[config.mk]
export PLATFORM = sky130hd
export DESIGN_NAME = lic_timer
export DESIGN_NICKNAME = d
export VERILOG_FILES = /design/src/rtl/lic_timer_pkg.sv /design/src/rtl/lic_timer_prescaler.sv /design/src/rtl/lic_timer_counter.sv /design/src/rtl/lic_timer.sv
export SDC_FILE = /design/constraint.sdc
export NUM_CORES = 1
export LEC_CHECK = 0
export ABC_AREA = 1
export BUFFER_PORTS_ARGS = -buffer_cell sky130_fd_sc_hd__buf_2
export CORE_MARGIN = 3
export CORE_UTILIZATION = 45
export CTS_CLUSTER_DIAMETER = 200
export DETAILED_ROUTE_END_ITERATION = 10
export PLACE_DENSITY = 0.66
export SYNTH_ARGS = -nofsm -noshare
export SYNTH_HDL_FRONTEND = slang
export SYNTH_HIERARCHICAL = 1
export SYNTH_SLANG_ARGS = --single-unit
[constraint.sdc]
create_clock -name clk_i -period 3.9 [get_ports clk_i]
set_clock_uncertainty 0.15 [all_clocks]
set_input_delay 0.195 -clock clk_i [delete_from_list [all_inputs] [get_ports clk_i]]
set_output_delay 0.195 -clock clk_i [all_outputs]
set_load 0.02 [all_outputs]
[src/rtl/lic_timer_pkg.sv]
package lic_timer_pkg;
  localparam int unsigned SHIFT_W = 3;
  localparam int unsigned PRESC_W = (1 << SHIFT_W) - 1;

  // 3'b111 selects divide-by-1, every other code v selects 2^(v+1)
  function automatic logic [SHIFT_W-1:0] sel_to_shift(input logic [2:0] sel);
    return (sel == 3'b111) ? '0 : SHIFT_W'(sel + 3'd1);
  endfunction
endpackage

[src/rtl/lic_timer_prescaler.sv]
module lic_timer_prescaler
  import lic_timer_pkg::*;
(
  input  logic               clk_i,
  input  logic               rst_ni,
  input  logic               clr_i,
  input  logic [SHIFT_W-1:0] shift_i,
  output logic               tick_o
);
  logic [PRESC_W-1:0] phase_q;
  logic [PRESC_W-1:0] low_mask;

  assign low_mask = (PRESC_W'(1) << shift_i) - PRESC_W'(1);
  assign tick_o   = (phase_q & low_mask) == low_mask;

  always_ff @(posedge clk_i or negedge rst_ni) begin
    if (!rst_ni)    phase_q <= '0;
    else if (clr_i) phase_q <= '0;
    else            phase_q <= phase_q + PRESC_W'(1);
  end


  phase_restart_chk: assert property (@(posedge clk_i) disable iff (!rst_ni)
    clr_i |=> !tick_o || shift_i == '0);
endmodule

[src/rtl/lic_timer_counter.sv]
module lic_timer_counter #(
  parameter int unsigned CNT_W = 32
) (
  input  logic             clk_i,
  input  logic             rst_ni,
  input  logic             load_i,
  input  logic [CNT_W-1:0] load_val_i,
  input  logic             tick_i,
  input  logic             periodic_i,
  input  logic             masked_i,
  output logic [CNT_W-1:0] count_o,
  output logic             fire_o
);
  logic [CNT_W-1:0] cnt_q, init_q;
  logic             run_q, fire_q;
  logic             expire;

  assign expire  = tick_i && !load_i && cnt_q == '0 && run_q;
  assign count_o = cnt_q;
  assign fire_o  = fire_q;

  always_ff @(posedge clk_i or negedge rst_ni) begin
    if (!rst_ni) begin
      cnt_q  <= '0;
      init_q <= '0;
      run_q  <= 1'b0;
      fire_q <= 1'b0;
    end else begin
      fire_q <= 1'b0;
      if (load_i) begin
        cnt_q  <= load_val_i;
        init_q <= load_val_i;
        run_q  <= load_val_i != '0;
      end else if (tick_i) begin
        if (cnt_q != '0) begin
          cnt_q <= cnt_q - CNT_W'(1);
        end else if (run_q) begin
          fire_q <= !masked_i;
          if (periodic_i) cnt_q <= init_q;
          else            run_q <= 1'b0;
        end
      end
    end
  end


  load_value_chk: assert property (@(posedge clk_i) disable iff (!rst_ni)
    load_i |=> cnt_q == $past(load_val_i));

  hold_between_ticks_chk: assert property (@(posedge clk_i) disable iff (!rst_ni)
    (!load_i && !tick_i) |=> $stable(cnt_q));

  step_down_chk: assert property (@(posedge clk_i) disable iff (!rst_ni)
    (!load_i && tick_i && cnt_q != '0) |=> cnt_q == $past(cnt_q) - CNT_W'(1));

  oneshot_stop_chk: assert property (@(posedge clk_i) disable iff (!rst_ni)
    (expire && !periodic_i) |=> !run_q && cnt_q == '0);

  zero_idle_chk: assert property (@(posedge clk_i) disable iff (!rst_ni)
    (load_i && load_val_i == '0) |=> !run_q);
endmodule

[src/rtl/lic_timer.sv]
module lic_timer
  import lic_timer_pkg::*;
#(
  parameter int unsigned CNT_W = 32,
  parameter int unsigned VEC_W = 8
) (
  input  logic             clk_i,
  input  logic             rst_ni,
  input  logic             cnt_we_i,
  input  logic [CNT_W-1:0] cnt_wdata_i,
  input  logic             div_we_i,
  input  logic [2:0]       div_sel_i,
  input  logic             ent_we_i,
  input  logic             ent_mask_i,
  input  logic             ent_periodic_i,
  input  logic [VEC_W-1:0] ent_vector_i,
  output logic [CNT_W-1:0] cur_count_o,
  output logic             irq_valid_o,
  output logic [VEC_W-1:0] irq_vector_o
);
  logic             mask_q, periodic_q;
  logic [VEC_W-1:0] vector_q;
  logic [2:0]       div_q;
  logic [SHIFT_W-1:0] shift;
  logic             tick, fire;

  always_ff @(posedge clk_i or negedge rst_ni) begin
    if (!rst_ni) begin
      mask_q     <= 1'b1;
      periodic_q <= 1'b0;
      vector_q   <= '0;
      div_q      <= 3'b000;
    end else begin
      if (ent_we_i) begin
        mask_q     <= ent_mask_i;
        periodic_q <= ent_periodic_i;
        vector_q   <= ent_vector_i;
      end
      if (div_we_i) div_q <= div_sel_i;
    end
  end

  assign shift = sel_to_shift(div_q);

  lic_timer_prescaler u_presc (
    .clk_i   (clk_i),
    .rst_ni  (rst_ni),
    .clr_i   (cnt_we_i),
    .shift_i (shift),
    .tick_o  (tick)
  );

  lic_timer_counter #(.CNT_W(CNT_W)) u_cnt (
    .clk_i      (clk_i),
    .rst_ni     (rst_ni),
    .load_i     (cnt_we_i),
    .load_val_i (cnt_wdata_i),
    .tick_i     (tick),
    .periodic_i (periodic_q),
    .masked_i   (mask_q),
    .count_o    (cur_count_o),
    .fire_o     (fire)
  );

  // vector is captured with the request so a later entry write cannot alter it
  always_ff @(posedge clk_i or negedge rst_ni) begin
    if (!rst_ni)                        irq_vector_o <= '0;
    else if (tick && cur_count_o == '0) irq_vector_o <= vector_q;
  end

  assign irq_valid_o = fire;


  masked_quiet_chk: assert property (@(posedge clk_i) disable iff (!rst_ni)
    irq_valid_o |-> !$past(mask_q));

  single_pulse_chk: assert property (@(posedge clk_i) disable iff (!rst_ni)
    irq_valid_o |=> !irq_valid_o);

  vector_match_chk: assert property (@(posedge clk_i) disable iff (!rst_ni)
    irq_valid_o |-> irq_vector_o == $past(vector_q));
endmodule

==> reports/metrics.csv, run 1 <==
stage;metric;value;unit
global_route;grt_pass1_vias;5246;
worst_setup_path;r2r_cells;11;
yosys;yosysWarnings;6;
global_route;grt_max_degree;78;
timing;worstMarginPinSlew;1.016;ns
yosys;synth_common_cells;nand2_1, nor2_1, dfrtp_1, inv_1, nand3_1;
worst_setup_path;slowest_stage;dfrtp_1;
detailed_routing;drt_iter0_markers;410;
worst_setup_path;endpoint;u_cnt/count_o[1];
detailed_routing;vias_per_cell;5.077;
timing;period_needed;2.615;ns
timing;setup-violations-final;0;
timing;rsz0062_at_grt;false;
worst_setup_path;arrival;2.76;ns
yosys;ys_seq_elements;94;
worst_setup_path;start_kind;flop;
yosys;synth_nets;833;
worst_setup_path;worstPathBufferInverterCount;2;
yosys;synth_top_area_cell;dfrtp_1;
timing;fmax;382.4;MHz
yosys;async_flop_share;100.0;%
worst_setup_path;cp_cell_sequence;ha_1 > ha_1 > o21ai_0 > nand2_1 > a21oi_1 > inv_1 > nand2_1 > nand2_4 > inv_4 > nand3_1 > nand3_1;
yosys;synth.top_cell.area_share;41.23;%
worst_setup_path;crit_cells;11;
placement;post-dp-hpwl;11.44;mm
cells_and_area;post_route_cells_drive_above_1_share;17.67;%
cts;htreeDepth;3;
yosys;synthFlopType;dfrtp_1;
worst_setup_path;r2r_start;div_q[0];
detailed_routing;drc;0;
timing;hold_viol_final;0;
timing;worst_slew_margin_rel;32.30;%
worst_setup_path;worstPathMaxFanout;34;
worst_setup_path;crit_start;div_q[0];
yosys;synth.avg_cell_area;7.255;µm²
global_route;antenna_found_initial;0;
yosys;synth-edff-count;0;
worst_setup_path;path_delay_family;simple AND/OR/NAND/NOR gates;
detailed_routing;wl_per_cell;15.11;µm
placement;dp.cells;1021;
worst_setup_path;cp-end-kind;flop;
floorplanning;start_util;46.60;%
worst_setup_path;r2r_end;u_cnt/count_o[1];
cts;clock_sinks;94;
worst_setup_path;required;4.04;ns
yosys;syn_inst;778;
global_route;grt_overflow;0;
floorplanning;num_rows;40;
detailed_routing;vias;5509;
cts;cts_buffer_depth;2;
cts;cts_root_buffer;clkbuf_16;
timing;tns;0;ns
cells_and_area;fin_nets;967;
cells_and_area;area_delta_synth_final;23.65;%
timing;post-route-period-util;67.06;%
worst_setup_path;max_stage_delay;0.40;ns
timing;slew_viol_final;0;
placement;port_buffers;90;
hold_path;hold_path.class;primary input to flop;
detailed_routing;dr.pass1.iters;5;
power;peakVddDrop;0.3163;mV
placement;gp_congestion;0.9629;
power;powerDensity;407.7;mW/mm²
worst_setup_path;reg2reg_slack;1.28;ns
status;status;finished clean;
cts;cts_tree;built;
floorplanning;dieArea;0.01392;mm²
cts;post_cts_buffers;0;
cells_and_area;layoutNonFillerInstCount;1085;
flow_run;max-cap-violations;0;
power;p_leak;3.566;nW
worst_setup_path;path_class;flop to flop;
global_route;grt_pass1_wl;26.82;mm
detailed_routing;drt-total-wl;16.39;mm
floorplanning;die_w;118.0;µm
detailed_routing;drtAntennaViolNets;0;
yosys;yosysUniqueCellTypes;41;
floorplanning;io_pins;91;
cts;clk-insertion-delay-late;0.35;ns
cells_and_area;nFillCells;1193;
cells_and_area;diodes;0;
yosys;yosysMostFrequentCell;nand2_1;
yosys;yosysSeqAreaShare;41.70;%
floorplanning;die_y;118.0;µm
cts;clk_pin_slew;0.07;ns
cts;cts_buffers;9;
yosys;synth_area;0.005644;mm²
yosys;netlist_top_cells_area;dfrtp_1, nand2_1, nor2_1, nand3_1, inv_1;
floorplanning;coreArea;0.01211;mm²
global_route;grt_use_total;24.02;%
-- placed cells by master, fill, tap and decap left out, types with 8 or more instances in the layout --
master and n:
o21bai_1 8, dfrtp_1 93, nand3_1 56, nand2_2 8, dlygate4sd3_1 48, clkbuf_16 9
nand4_1 9, nor2_2 9, inv_1 73, o21ai_0 39, mux2_2 13, nand2_1 260
buf_2 89, nor2_1 100, a21oi_1 23
-- where the power goes --
part	switching [mW]	internal, mW	total (mW)
registers	0.141	1.08	1.22
logic	0.470	0.272	0.742
clock network	0.386	0.499	0.885
total	0.997	1.85	2.85
-- worst reg2reg max path, delay by kind of cell, from the launching register on --
kind / cells / cell delay [ns]
compound gates: 2 / 0.41
buf+inv: 2 / 0.43
flops: 1 / 0.40
fa+ha+maj: 2 / 0.49
simple gates: 5 / 0.69
-- stage by stage --
step / util, % / setup slack, ns / total power [mW] / cell area [µm²] / hold slack, ns
after floorplan: - / 1.780 / 1.689 / 5644 / -0.2506
after global placement: 51.26 / 1.391 / 1.917 / 6208 / 0.2638
after detailed placement: 51.26 / 1.329 / 1.932 / 6208 / 0.2697
after CTS: 57.62 / 1.304 / 2.858 / 6979 / 0.001328
after global routing: 57.62 / 0.9709 / 3.014 / 6979 / 0.03925
final: 57.62 / 1.285 / 2.846 / 6979 / 0.01045
-- per-layer routing --
layer / GRT usage, % / wire length, µm / up-vias / part of all wire, %
li1: - / - / 2743 / -
met1: 33.10 / 7618 / 2588 / 46
met2: 38.27 / 7567 / 158 / 46
met3: 4.565 / 926 / 20 / 5.6
met4: 7.766 / 282 / 0 / 1.7
met5: 0 / 0 / - / 0
-- worst min path at each step --
stage | start | to | slack (ns) | cells after the start
4_1_cts | cnt_wdata_i[14] | u_cnt/init_q[14] | 0.001 | 3
3_3_place_gp | rst_ni | u_cnt/init_q[21] | 0.26 | 1
5_1_grt | cnt_wdata_i[14] | u_cnt/init_q[14] | 0.04 | 3
6_report | cnt_wdata_i[14] | u_cnt/init_q[14] | 0.01 | 3
3_5_place_dp | rst_ni | u_cnt/init_q[19] | 0.27 | 1
2_1_floorplan | rst_ni | div_q[0] | -0.25 | 0
-- area by class of cell --
type                    instances  area, µm²  share of cell area [%]
inverters                      78      295.3                   4.231
well taps                     168      210.2                   3.012
clock inverters                 5      57.56                  0.8247
clock buffers                  11      232.7                   3.335
multi-input cells             588       2874                   41.18
flip-flops and latches         94       2354                   33.72
repair buffers                141      955.9                   13.70
-- kinds of logic after synthesis --
| group | share of synthesized area, % |
|---|---|
| muxes | 2.594 |
| xor gates and xnor gates | 1.086 |
| DFF | 41.70 |
| buffers and inverters | 7.382 |
| AOI/OAI and AO/OA | 8.690 |
| adders and majority gates | 1.108 |
| and+or+nand+nor | 37.44 |
-- timing repair --
item / CTS / global route
hold endpoints to repair: 130 / 0
hold buffers: 48 / 0
gates resized for setup: 0 / 0
-- sequential cells by signal (all words and copies together), names as in the netlist --
name	cells
u_cnt/run_q	1
vector_q	8
div_q	3
u_cnt/fire_o	1
periodic_q	1
irq_vector_o	8
u_presc/phase_q	7
u_cnt/count_o	32
mask_q	1
u_cnt/init_q	32
(Power assumes the default switching activity.)
==> run 2: changes to the inputs <==
Settings changed: PLACE_DENSITY 0.66 to 0.68.
Clock period 3.9 ns to 2.4 ns, I/O delays scaled along.
==> reports/metrics.csv, run 2 (synthesis gave the netlist of run 1 again) <==
stage;metric;value;unit;change
status;status;finished clean;;
global_route;grt_use_total;24.39;%;+0.37 points
floorplanning;die_y;118.0;µm;unchanged
worst_setup_path;cp_cell_sequence;inv_1 > ha_1 > nand2_1 > nor2_4 > nand2_1 > nor2_1 > nand2_1 > nand3_1 > nand2_1 > nand2_1 > nand3_1;;
cells_and_area;post_route_cells_drive_above_1_share;20.90;%;+3.2 points
detailed_routing;wl_per_cell;14.73;µm;-2.5%
timing;worstMarginPinSlew;0.6304;ns;-0.3852 ns
worst_setup_path;r2r_start;u_cnt/count_o[0];;
timing;worst_slew_margin_rel;57.59;%;+25 points
cts;clock_sinks;94;;unchanged
power;pwr-share-comb;29.4;%;+3.3 points
cells_and_area;diodes;0;;unchanged
cts;cts_root_buffer;clkbuf_16;;
placement;port_buffers;90;;unchanged
cts;cts_buffer_depth;2;;unchanged
global_route;grt_pass1_vias;5412;;+3.2%
worst_setup_path;start_kind;flop;;
power;internal_power;3.269;mW;+77%
cells_and_area;final_common_cell;nand2_1;;
worst_setup_path;crit_start;u_cnt/count_o[0];;
timing;hold_viol_final;0;;unchanged
flow_run;max-cap-violations;0;;unchanged
power;powerDensity;666.0;mW/mm²;+63%
floorplanning;dieArea;0.01392;mm²;unchanged
power;peakVddDrop;0.4551;mV;+44%
floorplanning;die_w;118.0;µm;unchanged
cts;cts_buffers;9;;unchanged
floorplanning;io_pins;91;;unchanged
timing;setup-violations-final;0;;unchanged
timing;rsz0062_at_grt;false;;
timing;tns;0;ns;unchanged
detailed_routing;drt-total-wl;16.49;mm;+0.60%
cells_and_area;area_delta_synth_final;30.08;%;
floorplanning;num_rows;40;;unchanged
detailed_routing;drtAntennaViolNets;0;;unchanged
detailed_routing;dr.pass1.iters;5;;unchanged
worst_setup_path;cp-end-kind;flop;;
worst_setup_path;r2r_end;u_cnt/count_o[20];;
power;switching_power;1.622;mW;+63%
global_route;grt_pass1_wl;27.31;mm;+1.8%
floorplanning;coreArea;0.01211;mm²;unchanged
floorplanning;start_util;46.60;%;unchanged
timing;slew_viol_final;0;;unchanged
cells_and_area;fin_nets;1003;;+3.7%
cells_and_area;final_cell_mix;nand2_1, nor2_1, dfrtp_1;;
worst_setup_path;max_stage_delay;0.42;ns;+0.02 ns
detailed_routing;drc;0;;unchanged
worst_setup_path;slowest_stage;dfrtp_1;;
global_route;grt_overflow;0;;unchanged
timing;period_needed;2.232;ns;-0.3836 ns
worst_setup_path;path_common_cell;nand2_1;;
worst_setup_path;worstPathMaxFanout;6;;-82%
placement;place_ws;0.04339;ns;-1.285 ns
cts;clk_pin_slew;0.06;ns;about the same
power;p_leak;3.760;nW;+5.4%
power;clockPowerShare;32.0;%;+0.9 points
cts;clk-insertion-delay-late;0.35;ns;about the same
power;power.total;4.890;mW;+72%
timing;fmax;448.1;MHz;+17%
timing;holdWs;0.03851;ns;+0.02805 ns
cts;htreeDepth;3;;unchanged
worst_setup_path;endpoint;u_cnt/count_o[20];;
worst_setup_path;r2r_cells;11;;unchanged
power;swShare;33.16;%;-1.9 points
timing;post-route-period-util;92.99;%;+26 points
detailed_routing;vias_per_cell;5.056;;-0.42%
timing;fin_ws;0.1682;ns;-1.116 ns
detailed_routing;vias;5663;;+2.8%
global_route;grt_max_degree;46;;-41%
placement;gp_congestion;0.9703;;+0.77%
worst_setup_path;arrival;2.31;ns;-0.45 ns
power;seq_power_share;38.6;%;-4.2 points
worst_setup_path;path_class;flop to flop;;
placement;post-dp-hpwl;11.91;mm;+4.1%
worst_setup_path;reg2reg_slack;0.17;ns;-1.12 ns
cells_and_area;nFillCells;1163;;-2.5%
worst_setup_path;required;2.48;ns;-1.56 ns
global_route;antenna_found_initial;0;;unchanged
cts;cts_tree;built;;
hold_path;hold_path.class;primary input to flop;;
detailed_routing;drt_iter0_markers;431;;+5.1%
## run 2: area by class of cell
| type | instances | area, µm² | area share, % |
|---|---|---|---|
| clock buffer | 12 | 256.5 | 3.494 |
| clock inverter | 3 | 67.56 | 0.9202 |
| inverter | 78 | 299.0 | 4.073 |
| multi-input combinational | 588 | 2877 | 39.18 |
| sequential | 94 | 2354 | 32.06 |
| tap | 168 | 210.2 | 2.863 |
| timing repair buffer | 177 | 1279 | 17.42 |
## run 2: through the flow
step / std cells / cell area, µm² / utilization, %
final: 1120 / 7342 / 60.62
after global routing: 1120 / 7342 / 60.62
after CTS: 1119 / 7328 / 60.51
after detailed placement: 1055 / 6514 / 53.78
after global placement: 1055 / 6514 / 53.78
after floorplan: 778 / 5644 / -
## run 2: how the worst min path moves through the flow
| stage | endpoint | depth (start not counted) | slack (ns) | start |
|---|---|---|---|---|
| 2_1_floorplan | div_q[0] | 0 | -0.33 | rst_ni |
| 3_3_place_gp | u_presc/phase_q[4] | 1 | 0.008 | rst_ni |
| 3_5_place_dp | u_presc/phase_q[4] | 1 | 0.006 | rst_ni |
| 4_1_cts | u_cnt/init_q[0] | 4 | 0.03 | cnt_we_i |
| 5_1_grt | u_cnt/init_q[0] | 4 | 0.07 | cnt_we_i |
| 6_report | u_cnt/init_q[0] | 4 | 0.04 | cnt_we_i |
## run 2: power by group through the flow
stage	clock network [mW]	logic, mW	registers, mW
after floorplan	0	0.684	2.06
after global placement	0	1.34	1.91
after detailed placement	0	1.36	1.91
after CTS	1.59	1.43	1.89
after global routing	1.66	1.60	1.91
final	1.56	1.44	1.89
## run 2: timing repair
item,in CTS,in global routing
resized for setup,0,3
endpoints found under the setup margin,0,33
setup buffers,0,1
hold buffers,49,0
endpoints found under the hold margin,115,0
## run 2: routing by layer
| metal | wire (µm) | track usage, % | vias to the layer above |
|---|---|---|---|
| met5 | 0 | 0 | - |
| met4 | 321 | 8.352 | 0 |
| met3 | 926 | 3.412 | 24 |
| met2 | 7664 | 38.99 | 188 |
| met1 | 7581 | 34.08 | 2629 |
| li1 | - | - | 2822 |
## run 2: worst max-delay path, delay by kind of cell (launching register included)
kind / cells / cell delay [ns]
and+or+nand+nor: 9 / 1.21
buffers and inverters: 1 / 0.12
adders and majority gates: 1 / 0.22
DFF: 1 / 0.42
